### src/rtl/pcm_serial_port.sv
module pcm_serial_port #(
  parameter int SLOT_BITS      = 8,
  parameter int STALL_CLKS     = 64,
  parameter int FRAME_BITS_MAX = 320
) (
  input  logic                 clk,
  input  logic                 rst_n,
  input  logic                 pd_n,
  input  logic                 bclk,
  input  logic                 rx_sync,
  input  logic                 rx_din,
  input  logic                 tx_sync,
  input  logic [SLOT_BITS-1:0] tx_sample,
  output logic [SLOT_BITS-1:0] rx_byte,
  output logic                 rx_valid,
  output logic                 tx_dout,
  output logic                 tx_oe
);
  localparam int CW = $clog2(SLOT_BITS);
  localparam int SW = $clog2(STALL_CLKS + 1);
  localparam int FW = $clog2(FRAME_BITS_MAX + 1);
  localparam logic [CW-1:0] LAST = CW'(SLOT_BITS - 1);

  logic bclk_q, rxs_q, txs_q;
  logic b_rise, b_fall, rxs_rise, txs_rise;
  logic [SW-1:0] stall_cnt;
  logic [FW-1:0] frame_cnt;
  logic bclk_dead, sync_dead, saving;

  logic                 rx_act;
  logic [CW-1:0]        rx_cnt, rx_idx;
  logic [SLOT_BITS-1:0] rx_sh;

  logic                 tx_pend;
  logic [CW-1:0]        tx_cnt;
  logic [SLOT_BITS-1:0] tx_sh;

  assign b_rise   = bclk & ~bclk_q;
  assign b_fall   = ~bclk & bclk_q;
  assign rxs_rise = rx_sync & ~rxs_q;
  assign txs_rise = tx_sync & ~txs_q;

  assign bclk_dead = (stall_cnt == SW'(STALL_CLKS)) && !(b_rise || b_fall);
  assign sync_dead = (frame_cnt == FW'(FRAME_BITS_MAX)) && !txs_rise;
  assign saving    = !pd_n || bclk_dead || sync_dead;

  assign rx_idx  = rxs_rise ? '0 : rx_cnt;
  assign tx_dout = tx_oe ? tx_sh[SLOT_BITS-1] : 1'b1;

  always_ff @(posedge clk) begin
    if (!rst_n) begin
      bclk_q    <= 1'b0;
      rxs_q     <= 1'b0;
      txs_q     <= 1'b0;
      stall_cnt <= '0;
      frame_cnt <= '0;
    end else begin
      bclk_q <= bclk;
      rxs_q  <= rx_sync;
      txs_q  <= tx_sync;
      if (b_rise || b_fall)
        stall_cnt <= '0;
      else if (stall_cnt != SW'(STALL_CLKS))
        stall_cnt <= stall_cnt + 1'b1;
      if (txs_rise)
        frame_cnt <= '0;
      else if (b_rise && frame_cnt != FW'(FRAME_BITS_MAX))
        frame_cnt <= frame_cnt + 1'b1;
    end
  end

  always_ff @(posedge clk) begin
    if (!rst_n) begin
      rx_act   <= 1'b0;
      rx_cnt   <= '0;
      rx_sh    <= '0;
      rx_byte  <= '0;
      rx_valid <= 1'b0;
    end else if (saving) begin
      rx_act   <= 1'b0;
      rx_valid <= 1'b0;
    end else begin
      rx_valid <= 1'b0;
      if (b_fall && (rx_act || rxs_rise)) begin
        rx_sh <= {rx_sh[SLOT_BITS-2:0], rx_din};
        if (rx_idx == LAST) begin
          rx_byte  <= {rx_sh[SLOT_BITS-2:0], rx_din};
          rx_valid <= 1'b1;
          rx_act   <= 1'b0;
        end else begin
          rx_cnt <= rx_idx + 1'b1;
          rx_act <= 1'b1;
        end
      end else if (rxs_rise) begin
        rx_act <= 1'b1;
        rx_cnt <= '0;
      end
    end
  end

  always_ff @(posedge clk) begin
    if (!rst_n) begin
      tx_oe   <= 1'b0;
      tx_pend <= 1'b0;
      tx_cnt  <= '0;
      tx_sh   <= '0;
    end else if (saving) begin
      tx_oe   <= 1'b0;
      tx_pend <= 1'b0;
    end else if (txs_rise) begin
      tx_sh   <= tx_sample;
      tx_cnt  <= '0;
      tx_oe   <= bclk;
      tx_pend <= !bclk;
    end else if (b_rise) begin
      if (tx_pend) begin
        tx_oe   <= 1'b1;
        tx_pend <= 1'b0;
      end else if (tx_oe) begin
        if (tx_cnt == LAST) begin
          tx_oe <= 1'b0;
        end else begin
          tx_sh  <= {tx_sh[SLOT_BITS-2:0], 1'b0};
          tx_cnt <= tx_cnt + 1'b1;
        end
      end
    end
  end
endmodule

### config.mk
export PLATFORM = sky130hd
export DESIGN_NAME = pcm_serial_port
export DESIGN_NICKNAME = d
export VERILOG_FILES = /design/src/rtl/pcm_serial_port.sv
export SDC_FILE = /design/constraint.sdc
export NUM_CORES = 1
export LEC_CHECK = 0
export BUFFER_PORTS_ARGS = -buffer_cell sky130_fd_sc_hd__buf_2
export CORE_MARGIN = 1
export CORE_UTILIZATION = 52
export DETAILED_ROUTE_END_ITERATION = 16
export PLACE_DENSITY = 0.84
export SETUP_SLACK_MARGIN = 0.1
export SYNTH_ARGS = -nofsm -noshare
export SYNTH_HDL_FRONTEND = slang
export SYNTH_SLANG_ARGS = --single-unit
### constraint.sdc
create_clock -name clk -period 2 [get_ports clk]
set_clock_uncertainty 0.2 [all_clocks]
set_input_delay 0.1 -clock clk [delete_from_list [all_inputs] [get_ports clk]]
set_output_delay 0.1 -clock clk [all_outputs]
set_load 0.1 [all_outputs]
==> flow_summary.toml, run 1 <==
[status]
status = "completed"

[global_routing]
track_usage_pct = 23.01
grt_busiest_layer = "met2"
grt_pass1_wl_um = 8866
grt_antenna_before_repair = 0
grt_util_met1_pct = 26.32
grt_use_met2_pct = 40.88
grt_pass1_vias = 1980
grt_util_met3_pct = 5.087
grt_max_degree = 21
overflow = 0

[power]
ir_drop_mv = 0.4939
p_leak_nw = 1.202
p_per_area_mw_per_mm2 = 624.4
power.total_mw = 1.934

[route]
num_vias = 2062
drtIter0Drc = 127
drtAntennaViolNets = 0
wirelength_um = 5773
drc = 0
wl_per_cell_um = 15.73
drt_pre_antenna_iters = 4
viasPerCell = 5.619

[sta]
post-route-min-period_ns = 1.952
hold_viol_final = 0
max_freq_mhz = 512.4
slew_headroom_pct = 67.38
rsz0062_at_grt = "yes"
report.final.slew_viol_count = 0
worst_pin_slew_ns = 0.4927
holdWs_ns = 0.01620
period_share_pct = 97.58
setup_violations = 0
worst_slack_ns = 0.04842

[layout]
num-nets-final = 339
drive_above_1_share_pct = 34.29
fillers = 304
areaGrowthSynthToFinish_pct = 30.38
final_area_mm2 = 0.003098
diodes = 0

[logic_synthesis]
yosys_register_bits = 52
synthCells = 258
seq_area_frac_synth_pct = 43.81
syn-cell-area_mm2 = 0.002376
synthFlopType = "dfxtp_1"
synth_area_per_cell_um2 = 9.209
async_flop_share_pct = 0
yosys_warnings = 0
synth_cell_types = 46
synth_edf_count = 0
syn_nets = 283

[die]
core_area_mm2 = 0.004384
die_h_um = 69.60
start_util_pct = 54.20
die_area_mm2 = 0.004843
rows = 24
fp.dieW_um = 69.60
io_pins = 26

[placement]
preCtsSetupSlack_ns = -0.1128
place_area_mm2 = 0.002639
dpl.hpwl_um = 3276
io_buffers = 25
gp_congestion = 0.7892

[clocking]
cts_made_buffers = 5
clk_path_buf_depth = 2
root_buffer = "clkbuf_8"
clock_latency_ns = 0.32
clock_sinks = 52
cts_tree = "done"
cts-htree-levels = 2
clk_pin_slew_ns = 0.10

[worst_setup_path]
max_stage_delay_ns = 0.60
crit_buf_inv = 1
cp_max_fo = 5
worst-r2r-cell-count = 5
critPathLaunchType = "flop"
path_class = "flop to flop"
crit_end = "rx_cnt[0]$_SDFFE_PN0P_"
crit_family = "simple AND/OR/NAND/NOR gates"
rr_endpoint = "rx_cnt[0]$_SDFFE_PN0P_"
r2r-start = "frame_cnt[3]$_SDFFE_PP0P_"
endpoint_kind = "flop"
critPathSlowestCell = "or4_4"
r2r_setup_slack_ns = 0.05
worstPathCellList = "or4_4 > nor3_4 > buf_6 > nor3_2 > a211oi_2"
cp.depth = 5
arrival_ns = 1.99
startpoint = "frame_cnt[3]$_SDFFE_PP0P_"
worstPathRequired_ns = 2.04

[job]
maxCapViolations = 0

[hold_path]
holdPathStages = 4
hold_path_class = "input pin to flop"
cell usage in the layout (no fill, tap or decap), types with 3 or more instances in the layout:
cell	count
buf_4	21
mux2i_1	17
nand2b_1	3
dlygate4sd3_1	6
xnor2_1	6
buf_6	4
and2_1	3
nand3_1	8
inv_1	10
o221a_2	5
ha_1	5
nor2_1	33
or4_4	3
buf_2	25
dfxtp_2	6
ha_4	3
a31oi_1	3
nand2_1	28
a21oi_1	9
dfxtp_1	44
xor2_1	6
nor3_1	4
nand4_1	3
o21ai_2	3
clkbuf_8	5
sequential cells by signal (all words and copies together), names as in the netlist:
register   flops
stall_cnt      7
rx_act         1
rx_cnt         3
rx_byte        8
tx_cnt         3
tx_sh          8
txs_q          1
bclk_q         1
rx_sh          7
rx_valid       1
tx_oe          1
frame_cnt      9
tx_pend        1
rxs_q          1
metrics by stage:
stage | utilization, % | TNS (ns) | std cells
final | 70.66 | 0 | 367
after global routing | 70.66 | -0.1344 | 367
after detailed placement | 60.19 | -0.7394 | 338
after floorplan | - | 0 | 258
after CTS | 66.52 | 0 | 359
after global placement | 60.19 | 0 | 338
power breakdown:
| group | switching [mW] | total [mW] | internal, mW |
|---|---|---|---|
| Sequential | 0.0166 | 1.07 | 1.06 |
| Combinational | 0.136 | 0.235 | 0.0984 |
| Clock | 0.371 | 0.626 | 0.256 |
| Total | 0.523 | 1.93 | 1.41 |
area by class of cell:
class                   instances  area (µm²)  area share (%)
clock buffers                   5       68.82           2.221
clock inverters                 3       26.28          0.8481
inverters                      11       41.29           1.333
multi-input cells             187        1433           46.24
flip-flops and latches         52        1056           34.09
well taps                      52       65.06           2.100
repair buffers                 57       407.9           13.17
worst min path at each step:
stage                             endpoint          from  slack, ns
finish               tx_sh[6]$_SDFFE_PN0P_  tx_sample[6]       0.02
global route        rx_cnt[0]$_SDFFE_PN0P_       rx_sync       0.04
CTS                  tx_sh[0]$_SDFFE_PN0P_          pd_n      0.007
detailed placement        rxs_q$_SDFF_PN0_       rx_sync       0.14
global placement          txs_q$_SDFF_PN0_       tx_sync       0.13
floorplan                 rxs_q$_SDFF_PN0_       rx_sync       0.02
metal layers:
layer  vias to the layer above  part of all wire [%]
met5                         -                     0
met4                         0                   4.1
met3                        23                   3.9
met2                        56                    52
met1                       971                    40
li1                       1012                     -
worst min-delay path: cells and delay by family:
| kind | cells | cell delay [ns] |
|---|---|---|
| simple gates | 1 | 0.03 |
| compound gates | 2 | 0.30 |
| buf+inv | 1 | 0.08 |
repair_timing:
| item | in CTS | in global routing |
|---|---|---|
| pin swaps | 10 | 11 |
| gates resized for setup | 17 | 24 |
| cloned | 1 | 1 |
| hold endpoints to repair | 7 | 0 |
| buffers inserted | 6 | 8 |
| setup endpoints to repair | 32 | 34 |
| hold buffers | 6 | 0 |
cells by family (layout without fill, tap and decap cells):
family          Yosys count  after routing  synth area share (%)
mux                      17             17                 7.162
flops                    52             52                 43.81
compound gates           39             41                 12.32
xor+xnor                 12             12                 4.423
fa+ha+maj                10             10                 5.266
buf+inv                  21             76                 3.739
simple gates            107            107                 23.28
cell usage after synthesis, types with 6 or more instances:
cell / count / area (µm²)
mux2i_1: 17 / 170.2
xor2_1: 6 / 52.55
nor2_1: 33 / 123.9
a21oi_1: 9 / 45.04
dfxtp_1: 52 / 1041
nand3_1: 10 / 50.05
ha_1: 10 / 125.1
nand2_1: 28 / 105.1
inv_1: 11 / 41.29
xnor2_1: 6 / 52.55
o221a_2: 7 / 78.83
clkbuf_1: 7 / 26.28
Power figures use the tool's default switching activity.
==> run 2: changes to the inputs <==
--- a/config.mk
+++ b/config.mk
@@ -6,10 +6,13 @@
 export NUM_CORES = 1
 export LEC_CHECK = 0
 export BUFFER_PORTS_ARGS = -buffer_cell sky130_fd_sc_hd__buf_2
+export CAP_MARGIN = 40
 export CORE_MARGIN = 1
 export CORE_UTILIZATION = 52
+export CTS_CLUSTER_SIZE = 30
 export DETAILED_ROUTE_END_ITERATION = 16
 export PLACE_DENSITY = 0.84
+export REMOVE_ABC_BUFFERS = 1
 export SETUP_SLACK_MARGIN = 0.1
 export SYNTH_ARGS = -nofsm -noshare
 export SYNTH_HDL_FRONTEND = slang
==> run 2 against run 1 <==
Effect of this change:
- critical endpoint is now rx_sh[6]$_SDFFE_PN0P_
- utilization rose by 1.6 points
- routed wire length rose by 11%
- largest power group unchanged
- total power rose by 1.2%
- global-route usage rose by 0.72 points
- maximum frequency fell by 0.69%
==> flow_summary.toml, run 2 (synthesized netlist as in run 1, its figures left out) <==
[layout]
diodes = 0
drive_above_1_share_pct = 34.57
areaGrowthSynthToFinish_pct = 33.28
layout_common_cells = "49 x dfxtp_1, 33 x nor2_1, 29 x buf_4"
final_common_cell = "dfxtp_1"
largest_register = "frame_cnt"
largest_reg_flops = 9
instances_no_fill = 376
reg_top3 = "frame_cnt (9), rx_byte (8), tx_sh (8)"
fin_util_pct = 72.23
num-nets-final = 348

[placement]
dp_cells = 351
io_buffers = 25
gp_congestion = 0.7778
dpl.hpwl_um = 3390

[worst_setup_path]
critPathLaunchType = "flop"
worstPathRequired_ns = 2.05
endpoint_kind = "flop"
arrival_ns = 2.01
startpoint = "frame_cnt[1]$_SDFFE_PP0P_"
r2r-start = "frame_cnt[1]$_SDFFE_PP0P_"
path_class = "flop to flop"
cp_max_fo = 7

[global_routing]
grt_max_degree = 20
grt_pass1_wl_um = 8976
grt_antenna_before_repair = 0
grt_pass1_vias = 1992
track_usage_pct = 23.73
overflow = 0

[power]
ir_drop_mv = 0.4178
p_per_area_mw_per_mm2 = 618.1
power.total_mw = 1.957
p_leak_nw = 1.257

[clocking]
root_buffer = "clkbuf_8"
clock_sinks = 52
clk_pin_slew_ns = 0.11
cts_tree = "done"
clock_latency_ns = 0.32
clk_path_buf_depth = 2
cts-htree-levels = 2
cts_made_buffers = 5

[sta]
worst_pin_slew_ns = 0.4885
period_share_pct = 98.25
rsz0062_at_grt = "yes"
max_freq_mhz = 508.9
holdWs_ns = 0.002231
slew_headroom_pct = 67.66
hold_viol_final = 0
report.final.slew_viol_count = 0
post-route-min-period_ns = 1.965
setup_violations = 0
setup_tns_ns = 0

[hold_path]
hold_path_class = "input pin to flop"
min_from = "tx_sample[6]"

[die]
die_area_mm2 = 0.004843
fp.dieW_um = 69.60
core_area_mm2 = 0.004384
io_pins = 26
die_h_um = 69.60
rows = 24
start_util_pct = 54.20

[job]
maxCapViolations = 0

[route]
wirelength_um = 6402
drt_pre_antenna_iters = 4
num_vias = 2174
drc = 0
drtAntennaViolNets = 0
wl_per_cell_um = 17.03
viasPerCell = 5.782
drtIter0Drc = 180

[status]
status = "completed"
run 2: repair_timing:
| item | 4_1_cts | 5_1_grt |
|---|---|---|
| endpoints found under the hold margin | 8 | 0 |
| buffers inserted | 6 | 4 |
| hold buffers | 7 | 0 |
| pin swaps | 10 | 11 |
| cloned | 0 | 1 |
| setup endpoints to repair | 28 | 33 |
| gates resized for setup | 19 | 27 |
run 2: routing by layer:
metal | vias to the layer above | global-route usage (%) | wire, µm
met1 | 1043 | 26.53 | 2500
met2 | 78 | 41.64 | 3317
met5 | - | 0 | 0
met3 | 24 | 5.233 | 268
met4 | 0 | 12.93 | 316
li1 | 1029 | - | -
run 2: final timing paths:
kind	cells after the start	to	slack (ns)
setup / recovery	9	rx_sh[6]$_SDFFE_PN0P_	0.03
hold / removal	4	tx_sh[6]$_SDFFE_PN0P_	0.002
setup reg to reg	9	rx_sh[6]$_SDFFE_PN0P_	0.03
hold reg to reg	2	rx_byte[4]$_SDFFE_PN0P_	0.26
run 2: area by class of cell:
class	count	area, µm²
clock inverters	3	22.52
flip-flops and latches	52	1045
well taps	52	65.06
multi-input cells	185	1424
inverters	11	41.29
repair buffers	68	500.5
fillers	294	1217
clock buffers	5	68.82
run 2: critical path, stage by stage (launching register included):
cell and delay [ns]:
dfxtp_1 0.37, inv_2 0.06, ha_4 0.16, nand4b_1 0.15, buf_4 0.15, nor3_4 0.04
buf_6 0.14, nor4b_4 0.28, buf_6 0.19, mux2i_1 0.18
run 2: power by group:
group          switching, mW  total (mW)  internal [mW]  leakage (nW)
Clock                  0.370       0.622          0.252        0.0485
Sequential            0.0176        1.08           1.06         0.423
Combinational          0.146       0.260          0.114         0.786
run 2: through the flow:
| stage | area, µm² | setup WS, ns |
|---|---|---|
| after global placement | 2714 | -0.1483 |
| after global routing | 3167 | -0.03998 |
| final | 3167 | 0.03494 |
| after detailed placement | 2714 | -0.2313 |
| after floorplan | 2328 | -0.2750 |
| after CTS | 3002 | 0.07973 |
==> run 3: changes to the inputs <==
--- a/config.mk
+++ b/config.mk
@@ -11,6 +11,7 @@
 export CORE_UTILIZATION = 52
 export CTS_CLUSTER_SIZE = 30
 export DETAILED_ROUTE_END_ITERATION = 16
+export HOLD_SLACK_MARGIN = 0.05
 export PLACE_DENSITY = 0.84
 export REMOVE_ABC_BUFFERS = 1
 export SETUP_SLACK_MARGIN = 0.1
==> run 3 against run 2 <==
Effect of this change:
- the flow now finishes with violations (negative setup slack)
- worst setup slack got worse by 0.062 ns
- sequential cell count unchanged
- hold slack improved by 0.15 ns
- clock power about the same
- routed wire length increased by 6.1%
- largest cell class unchanged
==> flow_summary.toml, run 3 (synthesized netlist as in run 1, its figures left out) <==
[route]
wirelength_um = 6795
num_vias = 2231
drtAntennaViolNets = 0
drtIter0Drc = 187
drt_pre_antenna_iters = 4
viasPerCell = 5.810
wl_per_cell_um = 17.70
drc = 0

[layout]
drive_above_1_share_pct = 33.43
reg_top3 = "frame_cnt (9), rx_byte (8), tx_sh (8)"
largest_reg_flops = 9
layout_common_cells = "48 x dfxtp_1, 33 x nor2_1, 30 x buf_4"
largest_register = "frame_cnt"
diodes = 0
final_common_cell = "dfxtp_1"
instances_no_fill = 384
num-nets-final = 356
areaGrowthSynthToFinish_pct = 37.18
fin_util_pct = 74.34

[sta]
report.final.slew_viol_count = 0
worst_slack_ns = -0.02731
holdWs_ns = 0.1512
slew_headroom_pct = 66.65
worst_pin_slew_ns = 0.5037
setup_tns_ns = -0.02731
post-route-min-period_ns = 2.027
hold_viol_final = 0
period_share_pct = 101.4
rsz0062_at_grt = "yes"
max_freq_mhz = 493.3
setup_violations = 1

[placement]
gp_congestion = 0.7778
io_buffers = 25
dp_cells = 351
dpl.hpwl_um = 3390

[power]
p_per_area_mw_per_mm2 = 606.9
ir_drop_mv = 0.3989
pwr-share-seq_pct = 54.4
power.total_mw = 1.978
power_frac_clock_pct = 31.6
p_switching_uw = 541.8
p_leak_nw = 1.314
switching_share_pct = 27.39
internal-power_mw = 1.436
power_frac_comb_pct = 14.0

[worst_setup_path]
path_class = "flop to flop"
worstPathRequired_ns = 2.03
endpoint_kind = "flop"
cp_max_fo = 7
arrival_ns = 2.06
worst-r2r-cell-count = 6
critPathLaunchType = "flop"

[global_routing]
grt_max_degree = 20
grt_antenna_before_repair = 0
track_usage_pct = 23.85
overflow = 0
grt_pass1_vias = 2045
grt_pass1_wl_um = 9094

[hold_path]
hold_path_class = "input pin to flop"
holdPathStages = 5

[clocking]
cts_made_buffers = 5
cts_tree = "done"
clock_latency_ns = 0.32
clk_pin_slew_ns = 0.10
clk_path_buf_depth = 2
clock_sinks = 52
root_buffer = "clkbuf_8"
cts-htree-levels = 2

[status]
status = "finished with violations"
violations = "negative setup slack"

[die]
rows = 24
die_h_um = 69.60
start_util_pct = 54.20
die_area_mm2 = 0.004843
core_area_mm2 = 0.004384
fp.dieW_um = 69.60
io_pins = 26

[job]
maxCapViolations = 0
## run 3: worst max-delay path, cell delays in order (launching register included)
cell and delay, ns:
dfxtp_1 0.33, or4_4 0.57, o21ai_4 0.23, buf_4 0.18, nor4b_4 0.05, buf_6 0.15
mux2i_1 0.23
## run 3: per-layer routing
| layer | routed length (µm) | vias up | GRT usage [%] | share of wire [%] |
|---|---|---|---|---|
| met2 | 3467 | 92 | 41.75 | 51 |
| met4 | 403 | 0 | 12.70 | 5.9 |
| met1 | 2593 | 1059 | 26.99 | 38 |
| met3 | 330 | 36 | 5.087 | 4.9 |
| met5 | 0 | - | 0 | 0 |
| li1 | - | 1044 | - | - |
## run 3: repair_timing
action                                 in CTS  in global routing
setup buffers                               6                  3
pin swaps                                  10                 13
hold buffers                               16                  0
setup endpoints to repair                  28                 33
gates cloned                                0                  1
resized for setup                          19                 27
endpoints found under the hold margin      24                  0
## run 3: path summary, 6_finish.rpt
check	from	endpoint	slack [ns]
setup / recovery	stall_cnt[2]$_SDFFE_PP0N_	rx_sh[6]$_SDFFE_PN0P_	-0.03
hold / removal	pd_n	rx_byte[3]$_SDFFE_PN0P_	0.15
setup reg to reg	stall_cnt[2]$_SDFFE_PP0N_	rx_sh[6]$_SDFFE_PN0P_	-0.03
hold reg to reg	rx_byte[4]$_SDFFE_PN0P_	rx_byte[4]$_SDFFE_PN0P_	0.26
## run 3: power by group through the flow
stage,clock (mW),sequential (mW),combinational [mW]
after floorplan,0,1.10,0.103
after detailed placement,0,1.09,0.194
after CTS,0.624,1.07,0.232
after global placement,0,1.09,0.188
after global routing,0.669,1.08,0.294
final,0.624,1.08,0.277
## run 3: through the flow
stage	cell area, µm²	setup WS [ns]
after global placement	2714	-0.1483
after global routing	3259	-0.06842
after CTS	3092	0.07973
after floorplan	2328	-0.2750
final	3259	-0.02731
after detailed placement	2714	-0.2313
## run 3: layout make-up
type	count	area (µm²)
repair buffers	76	575.6
fillers	280	1125
clock buffers	5	68.82
clock inverters	3	22.52
well taps	52	65.06
flip-flops and latches	52	1046
multi-input cells	185	1440
inverters	11	41.29
